### src/rtl/utx_pkg.sv
package utx_pkg;

    localparam int DW  = 8;   // widest data field
    localparam int FW  = 12;  // start + 8 data + parity + 2 stop
    localparam int LW  = 4;   // width of a bit count up to FW

    typedef enum logic [1:0] {
        WID5 = 2'd0,
        WID6 = 2'd1,
        WID7 = 2'd2,
        WID8 = 2'd3
    } width_e;

    typedef struct packed {
        width_e width;
        logic   par_en;
        logic   par_odd;
        logic   stop2;
    } fmt_t;

    typedef struct packed {
        logic [FW-1:0] bits;  // bit 0 leaves first
        logic [LW-1:0] len;
    } frame_t;

    function automatic int data_len(width_e w);
        return 5 + int'(w);
    endfunction

    function automatic logic calc_parity(logic [DW-1:0] d, width_e w, logic odd);
        logic p;
        p = odd;
        for (int i = 0; i < DW; i++) begin
            if (i < data_len(w)) p = p ^ d[i];
        end
        return p;
    endfunction

    function automatic frame_t build_frame(logic [DW-1:0] d, fmt_t f);
        frame_t fr;
        int     pos;
        fr.bits    = '1;
        fr.bits[0] = 1'b0;
        for (int i = 0; i < DW; i++) begin
            if (i < data_len(f.width)) fr.bits[1+i] = d[i];
        end
        pos = 1 + data_len(f.width);
        if (f.par_en) begin
            fr.bits[pos] = calc_parity(d, f.width, f.par_odd);
            pos = pos + 1;
        end
        pos    = pos + (f.stop2 ? 2 : 1);
        fr.len = LW'(pos);
        return fr;
    endfunction

endpackage

### src/rtl/utx_holdbuf.sv
module utx_holdbuf
    import utx_pkg::*;
(
    input  logic          clk,
    input  logic          rst,
    input  logic          wr_en,
    input  logic [DW-1:0] wr_data,
    input  logic          take,
    output logic [DW-1:0] data,
    output logic          empty
);

    logic [DW-1:0] data_q;
    logic          empty_q;

    always_ff @(posedge clk) begin
        if (rst) begin
            data_q  <= '0;
            empty_q <= 1'b1;
        end else begin
            if (wr_en) data_q <= wr_data;
            if (wr_en)     empty_q <= 1'b0;
            else if (take) empty_q <= 1'b1;
        end
    end

    assign data  = data_q;
    assign empty = empty_q;

    // only a write may empty-to-full the buffer
    a_r4_fall_needs_write: assert property (@(posedge clk) disable iff (rst)
        $fell(empty_q) |-> $past(wr_en));

    // the shift stage takes only real data
    a_r5_take_needs_data: assert property (@(posedge clk) disable iff (rst)
        take |-> !empty_q);

endmodule

### src/rtl/utx_shifter.sv
module utx_shifter
    import utx_pkg::*;
#(
    parameter int OVS = 16
) (
    input  logic   clk,
    input  logic   rst,
    input  logic   baud_tick,
    input  logic   load,
    input  frame_t frame_in,
    output logic   busy,
    output logic   txd_bit,
    output logic   done
);

    localparam int TW = (OVS > 1) ? $clog2(OVS) : 1;

    logic [FW-1:0] sh_q;
    logic [LW-1:0] left_q;
    logic [TW-1:0] tcnt_q;
    logic          busy_q;
    logic          bit_end;

    assign bit_end = busy_q && baud_tick && (tcnt_q == TW'(OVS - 1));
    assign done    = bit_end && (left_q == LW'(1));

    always_ff @(posedge clk) begin
        if (rst) begin
            busy_q <= 1'b0;
            sh_q   <= '1;
            left_q <= '0;
            tcnt_q <= '0;
        end else if (load) begin
            busy_q <= 1'b1;
            sh_q   <= frame_in.bits;
            left_q <= frame_in.len;
            tcnt_q <= '0;
        end else if (busy_q && baud_tick) begin
            if (bit_end) begin
                tcnt_q <= '0;
                sh_q   <= {1'b1, sh_q[FW-1:1]};
                left_q <= left_q - LW'(1);
                if (left_q == LW'(1)) busy_q <= 1'b0;
            end else begin
                tcnt_q <= tcnt_q + TW'(1);
            end
        end
    end

    assign busy    = busy_q;
    assign txd_bit = busy_q ? sh_q[0] : 1'b1;

    // a new frame never cuts into a running one
    a_r6_load_only_idle: assert property (@(posedge clk) disable iff (rst)
        load |-> !busy_q);

    // bit pattern frozen between baud ticks
    a_r2_hold_between_ticks: assert property (@(posedge clk) disable iff (rst)
        busy_q && !baud_tick |=> $stable(sh_q));

endmodule

### src/rtl/utx_txc.sv
module utx_txc (
    input  logic clk,
    input  logic rst,
    input  logic frame_done,
    input  logic buf_empty,
    input  logic ack,
    input  logic clr,
    output logic flag
);

    logic flag_q;

    always_ff @(posedge clk) begin
        if (rst)                          flag_q <= 1'b0;
        else if (frame_done && buf_empty) flag_q <= 1'b1;
        else if (ack || clr)              flag_q <= 1'b0;
    end

    assign flag = flag_q;

    // the flag rises only at the end of a frame
    a_r7_set_at_frame_end: assert property (@(posedge clk) disable iff (rst)
        $rose(flag_q) |-> $past(frame_done));

    // acknowledge or write-one clears the flag
    a_r8_clear_works: assert property (@(posedge clk) disable iff (rst)
        flag_q && (ack || clr) && !frame_done |=> !flag_q);

endmodule

### src/rtl/uart_tx_dbuf.sv
module uart_tx_dbuf
    import utx_pkg::*;
#(
    parameter int OVS = 16
) (
    input  logic       clk,
    input  logic       rst,
    input  logic       tx_en,
    input  logic [1:0] fmt_width,
    input  logic       fmt_par_en,
    input  logic       fmt_par_odd,
    input  logic       fmt_stop2,
    input  logic       wr_en,
    input  logic [7:0] wr_data,
    input  logic       txc_clr,
    input  logic       txc_ack,
    input  logic       ie_empty,
    input  logic       ie_txc,
    input  logic       baud_tick,
    output logic       txd,
    output logic       txd_oe,
    output logic       flag_empty,
    output logic       flag_txc,
    output logic       irq_empty,
    output logic       irq_txc
);

    fmt_t          fmt;
    frame_t        frame;
    logic [DW-1:0] buf_data;
    logic          buf_empty;
    logic          busy;
    logic          txd_bit;
    logic          done;
    logic          load;
    logic          active_q;
    logic          txc_q;

    assign fmt.width   = width_e'(fmt_width);
    assign fmt.par_en  = fmt_par_en;
    assign fmt.par_odd = fmt_par_odd;
    assign fmt.stop2   = fmt_stop2;

    assign frame = build_frame(buf_data, fmt);
    assign load  = active_q && !busy && !buf_empty;

    // the transmitter stays on until nothing is left to send
    always_ff @(posedge clk) begin
        if (rst) active_q <= 1'b0;
        else     active_q <= tx_en || (active_q && (busy || !buf_empty));
    end

    utx_holdbuf u_buf (
        .clk     (clk),
        .rst     (rst),
        .wr_en   (wr_en),
        .wr_data (wr_data),
        .take    (load),
        .data    (buf_data),
        .empty   (buf_empty)
    );

    utx_shifter #(.OVS(OVS)) u_shift (
        .clk       (clk),
        .rst       (rst),
        .baud_tick (baud_tick),
        .load      (load),
        .frame_in  (frame),
        .busy      (busy),
        .txd_bit   (txd_bit),
        .done      (done)
    );

    utx_txc u_txc (
        .clk        (clk),
        .rst        (rst),
        .frame_done (done),
        .buf_empty  (buf_empty),
        .ack        (txc_ack),
        .clr        (txc_clr),
        .flag       (txc_q)
    );

    assign txd        = active_q ? txd_bit : 1'b1;
    assign txd_oe     = active_q;
    assign flag_empty = buf_empty;
    assign flag_txc   = txc_q;
    assign irq_empty  = ie_empty && buf_empty;
    assign irq_txc    = ie_txc && txc_q;

    // the pin is released only after buffer and shifter drained
    a_r11_release_after_drain: assert property (@(posedge clk) disable iff (rst)
        $fell(txd_oe) |-> $past(buf_empty) && !$past(busy));

    // completion reported only with an idle shift stage
    a_r7_complete_when_idle: assert property (@(posedge clk) disable iff (rst)
        $rose(flag_txc) |-> !busy && $past(buf_empty));

endmodule

### config.mk
export PLATFORM = sky130hd
export DESIGN_NAME = uart_tx_dbuf
export DESIGN_NICKNAME = d
export VERILOG_FILES = /design/src/rtl/utx_pkg.sv /design/src/rtl/utx_holdbuf.sv /design/src/rtl/utx_shifter.sv /design/src/rtl/utx_txc.sv /design/src/rtl/uart_tx_dbuf.sv
export SDC_FILE = /design/constraint.sdc
export NUM_CORES = 1
export LEC_CHECK = 0
export ABC_AREA = 1
export BUFFER_PORTS_ARGS = -buffer_cell sky130_fd_sc_hd__clkbuf_2
export CAP_MARGIN = 20
export CORE_MARGIN = 2
export CORE_UTILIZATION = 50
export CTS_CLUSTER_DIAMETER = 80
export CTS_CLUSTER_SIZE = 12
export DETAILED_ROUTE_END_ITERATION = 10
export PLACE_DENSITY = 0.78
export SLEW_MARGIN = 10
export SYNTH_ARGS = -nofsm -noshare
export SYNTH_HDL_FRONTEND = slang
export SYNTH_SLANG_ARGS = --single-unit
export TNS_END_PERCENT = 1
### constraint.sdc
create_clock -name clk -period 1.55 [get_ports clk]
set_input_delay 0.0775 -clock clk [delete_from_list [all_inputs] [get_ports clk]]
set_output_delay 0.0775 -clock clk [all_outputs]
set_load 0.05 [all_outputs]
Word-level counts from Yosys, hierarchy flattened
Cells that the tools add are included.
{"block": "op_classes", "addsub": 6, "magnitude_cmp": 10, "n_eq_ne": 2, "mux": 47, "n_bitwise": 8, "reduce_logical": 23}
{"op": "less-than comparator 4 x 32 -> 1 bit (first input constant)", "n": 3}
{"op": "less-than comparator 3 x 32 -> 1 bit (first input constant)", "n": 2}
{"op": "two-way mux 12 bit", "n": 4}
{"op": "two-way mux 1 bit", "n": 35}
{"op": "less-than comparator 1 x 32 -> 1 bit (first input constant)", "n": 1}
{"op": "less-than comparator 2 x 32 -> 1 bit (first input constant)", "n": 1}
{"op": "two-way mux 4 bit", "n": 5}
{"op": "bitwise mux 12 bit", "n": 1}
{"op": "logical AND 1 bit", "n": 10}
{"op": "nonzero test 2 bit", "n": 5}
{"op": "adder 4 x 1 -> 4 bit (second input constant)", "n": 2}
{"op": "XOR 1 bit", "n": 8}
{"op": "adder 1 x 4 -> 5 bit (first input constant)", "n": 1}
{"op": ">= comparator 5 x 1 -> 1 bit (second input constant)", "n": 1}
{"op": "less-than comparator 5 bit (second input constant)", "n": 1}
{"op": "adder 3 x 2 -> 4 bit (first input constant)", "n": 1}
{"op": "adder 4 x 3 -> 4 bit", "n": 1}
{"op": "demux 1 bit (select 4 bit)", "n": 1}
{"op": "== test 4 x 1 -> 1 bit (second input constant)", "n": 1}
{"op": "== test 4 bit (second input constant)", "n": 1}
{"op": "less-than comparator 3 x 4 -> 1 bit (first input constant)", "n": 1}
{"op": "subtractor 4 x 1 -> 4 bit (second input constant)", "n": 1}
{"op": "logical OR 1 bit", "n": 3}
{"op": "AND reduction 3 bit", "n": 1}
{"op": "other kinds (4)", "n": 5}
{"block": "word_totals", "ff_bits": 32, "in_bits": 22, "output_inout_bits": 6}

Depth between registers and ports, before layout
{"block": "depth", "depth_word": 28, "ltp_mapped": 18, "ltp_nobuf": 17}

Modules after synthesis
Synthesis repeated with hierarchy kept, for this count alone.
{"block": "unflattened", "cells_unflattened": 322, "area_unflattened_um2": 2183.3}
{"mod": "utx_shifter", "n_inst": 1, "cells_each": 143, "area_per_inst_um2": 1027.2, "seq_area_each_um2": 420.4}
{"mod": "uart_tx_dbuf", "n_inst": 1, "cells_each": 119, "area_per_inst_um2": 734.5, "seq_area_each_um2": 20.0}
{"mod": "utx_holdbuf", "n_inst": 1, "cells_each": 54, "area_per_inst_um2": 371.6, "seq_area_each_um2": 180.2}
{"mod": "utx_txc", "n_inst": 1, "cells_each": 6, "area_per_inst_um2": 50.0, "seq_area_each_um2": 20.0}

Least setup slack after synthesis
Ideal clock, no wire load.
{"block": "synth_path", "path_type": "input-to-reg", "from": "input fmt_width[0]", "to": "register u_shift.left_q[3]", "arrival_ns": 1.515, "slack_ns": -0.034, "cell_stages": 10, "cell_sequence": "inv_1 -> ha_1 -> xor2_1 -> ha_1 -> nand2_1 -> inv_1 -> o21ai_0 -> xor2_1 -> o21bai_1 -> a21oi_1"}
{"block": "synth_between", "elab_chain_cells": 6}
{"element": "start: declaration", "line": "uart_tx_dbuf.sv:9", "source": "input logic [1:0] fmt_width,"}
{"element": "adder 3 x 2 -> 4 bit (*)", "line": "utx_pkg.sv:27", "source": "return 5 + int'(w);"}
{"element": "adder 1 x 4 -> 5 bit (*)", "line": "utx_pkg.sv:47", "source": "pos = 1 + data_len(f.width);"}
{"element": "adder 4 x 1 -> 4 bit", "line": "utx_pkg.sv:50", "source": "pos = pos + 1;"}
{"element": "two-way mux 4 bit (*)", "line": "utx_pkg.sv:48", "source": "if (f.par_en) begin"}
{"element": "adder 4 x 3 -> 4 bit (*)", "line": "utx_pkg.sv:52", "source": "pos = pos + (f.stop2 ? 2 : 1);"}
{"element": "two-way mux 4 bit (*)", "line": "utx_shifter.sv:33", "source": "end else if (load) begin"}
{"element": "end signal: assignment", "line": "utx_shifter.sv:36", "source": "left_q <= frame_in.len;"}
{"element": "end signal: assignment", "line": "utx_shifter.sv:42", "source": "left_q <= left_q - LW'(1);"}
{"element": "end: declaration", "line": "utx_shifter.sv:19", "source": "logic [LW-1:0] left_q;"}
Mark *: on every way between the ends. The rest lies on a longest branch, timed or not.
A chain may end at the register's enable or synchronous reset.

Worst setup path after layout
Ends and elaborated chain as after synthesis.

==> impl_results.md <==
- Yosys warning total: 0
- Average size of a mapped cell: 6.60 sq um
- Cts-stage hold buffer count: 0
- Post-synth top area cell: dfxtp_1
- RSZ-0062 raised after global routing: yes
- Layout Cells excl Fill: 407
- Vias in the first global route: 1836
- Synth cell types: 29
- Slowest-stage cell, CP: o21ai_0
- HPWL Detailed: 3.40 mm
- Worst Max-Slew Pin Slew: 0.410 ns
- Slew Viols, Final: 0
- Required @ worst endpoint: 1.72 ns
- Final core utilization: 63.6%
- Placed Cells incl. Taps: 398
- Most area-consuming cells after synthesis: dfxtp_1 31%, nand2_1 14%, ha_1 9.2%, inv_1 8.6%, o21ai_0 7.3%
- Hold Violations, Final: 0
- DRT iter0 DRCs: 100
- Post-route antenna net violation count: 0
- Worst-path clk slew: 0.07 ns
- Family with the most delay on the worst path: compound AO/OA/AOI/OAI gates
- Placer Congestion: 0.843
- Cells after synthesis: 310
- Die extent in y: 68.0 microns
- Post-layout minimum cycle time: 1.51 ns
- Critical path class: in -> reg
- CP Data Arrival Time: 1.68 ns
- Worst Skew: 0.00802 ns
- Global route overflow: 0
- Worst-path cell chain: clkbuf_2, buf_4, ha_1, inv_1, ha_4, o21ai_0, o21ai_1, xor2_1, o21bai_1, a21oi_1
- PortBufs: 27
- Routed len/inst: 11.4 microns
- Pleak: 1.31 nW
- CTS Sinks: 32
- # diodes: 0
- Max FO, Critical Path: 4
- Max Cap Viol: 0
- Starting density of the core: 51.5%
- H-tree depth: 2
- First-pass GRT wire length: 7.51 mm
- Area grow syn2layout: 23.5%
- CTS tree: done
- WL final: 4.62 mm
- Max stage delay on crit path: 0.30 ns
- Initial antenna violation count: 0
- Maximum VDD drop: 759 uV
- Clock Tree Buf Depth: 2
- Outcome: finished clean
- I/O pins: 28
- Crit path capture type: flip-flop
- Total vias in the final route: 2046
- Core ar.: 3970 sq um
- Hold crit path type: in -> reg
- Clk Tree Root Cell: clkbuf_8
- Die W: 68.0 microns
- Share of layout cells above drive strength 1: 21.8%
- # rows: 23
- Cell Area, Synth: 2050 sq um
- Mapped Nets: 348
- Max frequency: 664 MHz
- Vias per inst: 5.03
- PwrDens: 854 nW/um^2
- Layout net count: 394
- All-layer global routing usage: 21.6%
- Largest net degree at the start of global routing: 16
- #FFs+latches synth: 32
- Synth top area share: 31.3%
- Clock latency on the worst-skew pair: 0.29 ns
- Period Utilization, post-route: 97.1%
- Drt drc: 0
- Seq/Total Area, Yosys: 31.3%
- CP Buf/Inv Count: 3
- Slew margin rel.: 72.6%
- CP startpoint kind: input port
- TritonCTS Buffers: 5
- Final setup fails: 0
- Drt pass-1 iters: 4
- DIE AREA: 4620 sq um
-- sequential cells by signal (all words and copies together), names as in the netlist --
signal,cells
u_shift.sh_q,12
u_buf.data,8
u_shift.left_q,4
u_shift.tcnt_q,4
txd_oe,1
u_buf.empty,1
u_shift.busy,1
u_txc.flag,1
-- area by class of cell --
class                   instances  area [sq um]
multi-input cells             219          1230
clock buffers                   6          72.6
fillers                       366          1450
inverters                      50           189
clock inverters                 2          35.0
well taps                      50          62.6
repair buffers                 48           293
flip-flops and latches         32           641
-- cells in the mapped netlist, drive strengths merged --
| cell type | n |
|---|---|
| o21bai | 3 |
| or2 | 1 |
| a221oi | 1 |
| buf | 6 |
| nand3 | 11 |
| a31oi | 1 |
| xnor2 | 4 |
| xor2 | 6 |
| nor3 | 5 |
| ha | 15 |
| nor2 | 28 |
| nor3b | 1 |
| inv | 49 |
| nand2 | 83 |
| clkinv | 1 |
| fa | 1 |
| clkbuf | 4 |
| o21ai | 34 |
| dfxtp | 32 |
| nand4 | 2 |
| o21a | 1 |
| a21oi | 21 |
-- report_power, final --
part           internal, W  total [W]  switching [W]
clock network     0.000477   0.000794       0.000317
logic             0.000192   0.000472       0.000280
registers         0.000864   0.000890      0.0000264
-- worst min-delay path: cells and delay by family --
kind / cells / cell delay [ns]
buffers and inverters: 1 / 0.08
AND/OR/NAND/NOR: 2 / 0.13
-- routing by layer --
layer  global-route usage [%]  vias up  wire length (microns)
li1                         -     1057                      -
met4                     7.00        0                     63
met3                     5.43        7                    296
met1                     24.1      915                   2050
met2                     39.8       67                   2220
met5                        0        -                      0
-- stage by stage --
stage	setup TNS, ns	worst slack [ns]	total power, W	area, sq um	hold slack (ns)
global route	-0.104	-0.0469	0.00228	2530	0.0252
floorplan	0	0.00422	0.00121	2050	0.147
finish	0	0.0444	0.00216	2530	0.0295
detailed placement	-2.38	-0.217	0.00134	2350	0.323
global placement	-1.68	-0.189	0.00133	2350	0.300
CTS	0	0.0829	0.00213	2460	0.0273
-- cell families after synthesis --
group / Yosys count / share of synthesized area [%]
AND/OR/NAND/NOR: 131 / 26.6
AO/OA/AOI/OAI: 61 / 15.7
buffers and inverters: 60 / 12.0
flip-flops: 32 / 31.3
adder cells (fa/ha/maj): 16 / 10.2
XOR/XNOR: 10 / 4.28
-- layout by cell type (no fill, tap or decap), types with 2 or more instances in the layout --
| cell | Yosys | routed |
|---|---|---|
| ha_4 | 0 | 3 |
| xnor2_1 | 4 | 4 |
| clkinv_2 | 1 | 2 |
| inv_2 | 2 | 5 |
| nand2_2 | 4 | 4 |
| clkbuf_2 | 0 | 27 |
| o21ai_1 | 4 | 5 |
| inv_1 | 47 | 44 |
| nor3_1 | 5 | 4 |
| nor2_1 | 28 | 26 |
| nand3_1 | 10 | 9 |
| xor2_1 | 6 | 5 |
| nor2_2 | 0 | 2 |
| nand3_2 | 1 | 2 |
| o21ai_0 | 30 | 29 |
| dfxtp_1 | 32 | 32 |
| ha_1 | 15 | 11 |
| nand2_1 | 79 | 79 |
| o21bai_1 | 3 | 3 |
| clkbuf_8 | 0 | 5 |
| a21oi_1 | 21 | 21 |
| buf_4 | 2 | 21 |
-- repair_timing --
item                       CTS  global route
buffers inserted             0             0
resized for setup            0            12
setup endpoints to repair    0            12
-- worst paths after layout --
check	slack, ns	to	from	cells past startpoint
setup / recovery	0.04	u_shift.left_q[3]	fmt_width[0]	10
hold / removal	0.03	u_buf.data[3]	wr_data[3]	3
setup reg to reg	0.11	u_shift.sh_q[7]	u_buf.data[1]	10
hold reg to reg	0.48	u_buf.data[7]	u_buf.data[7]	2
Power figures use the tool's default switching activity.
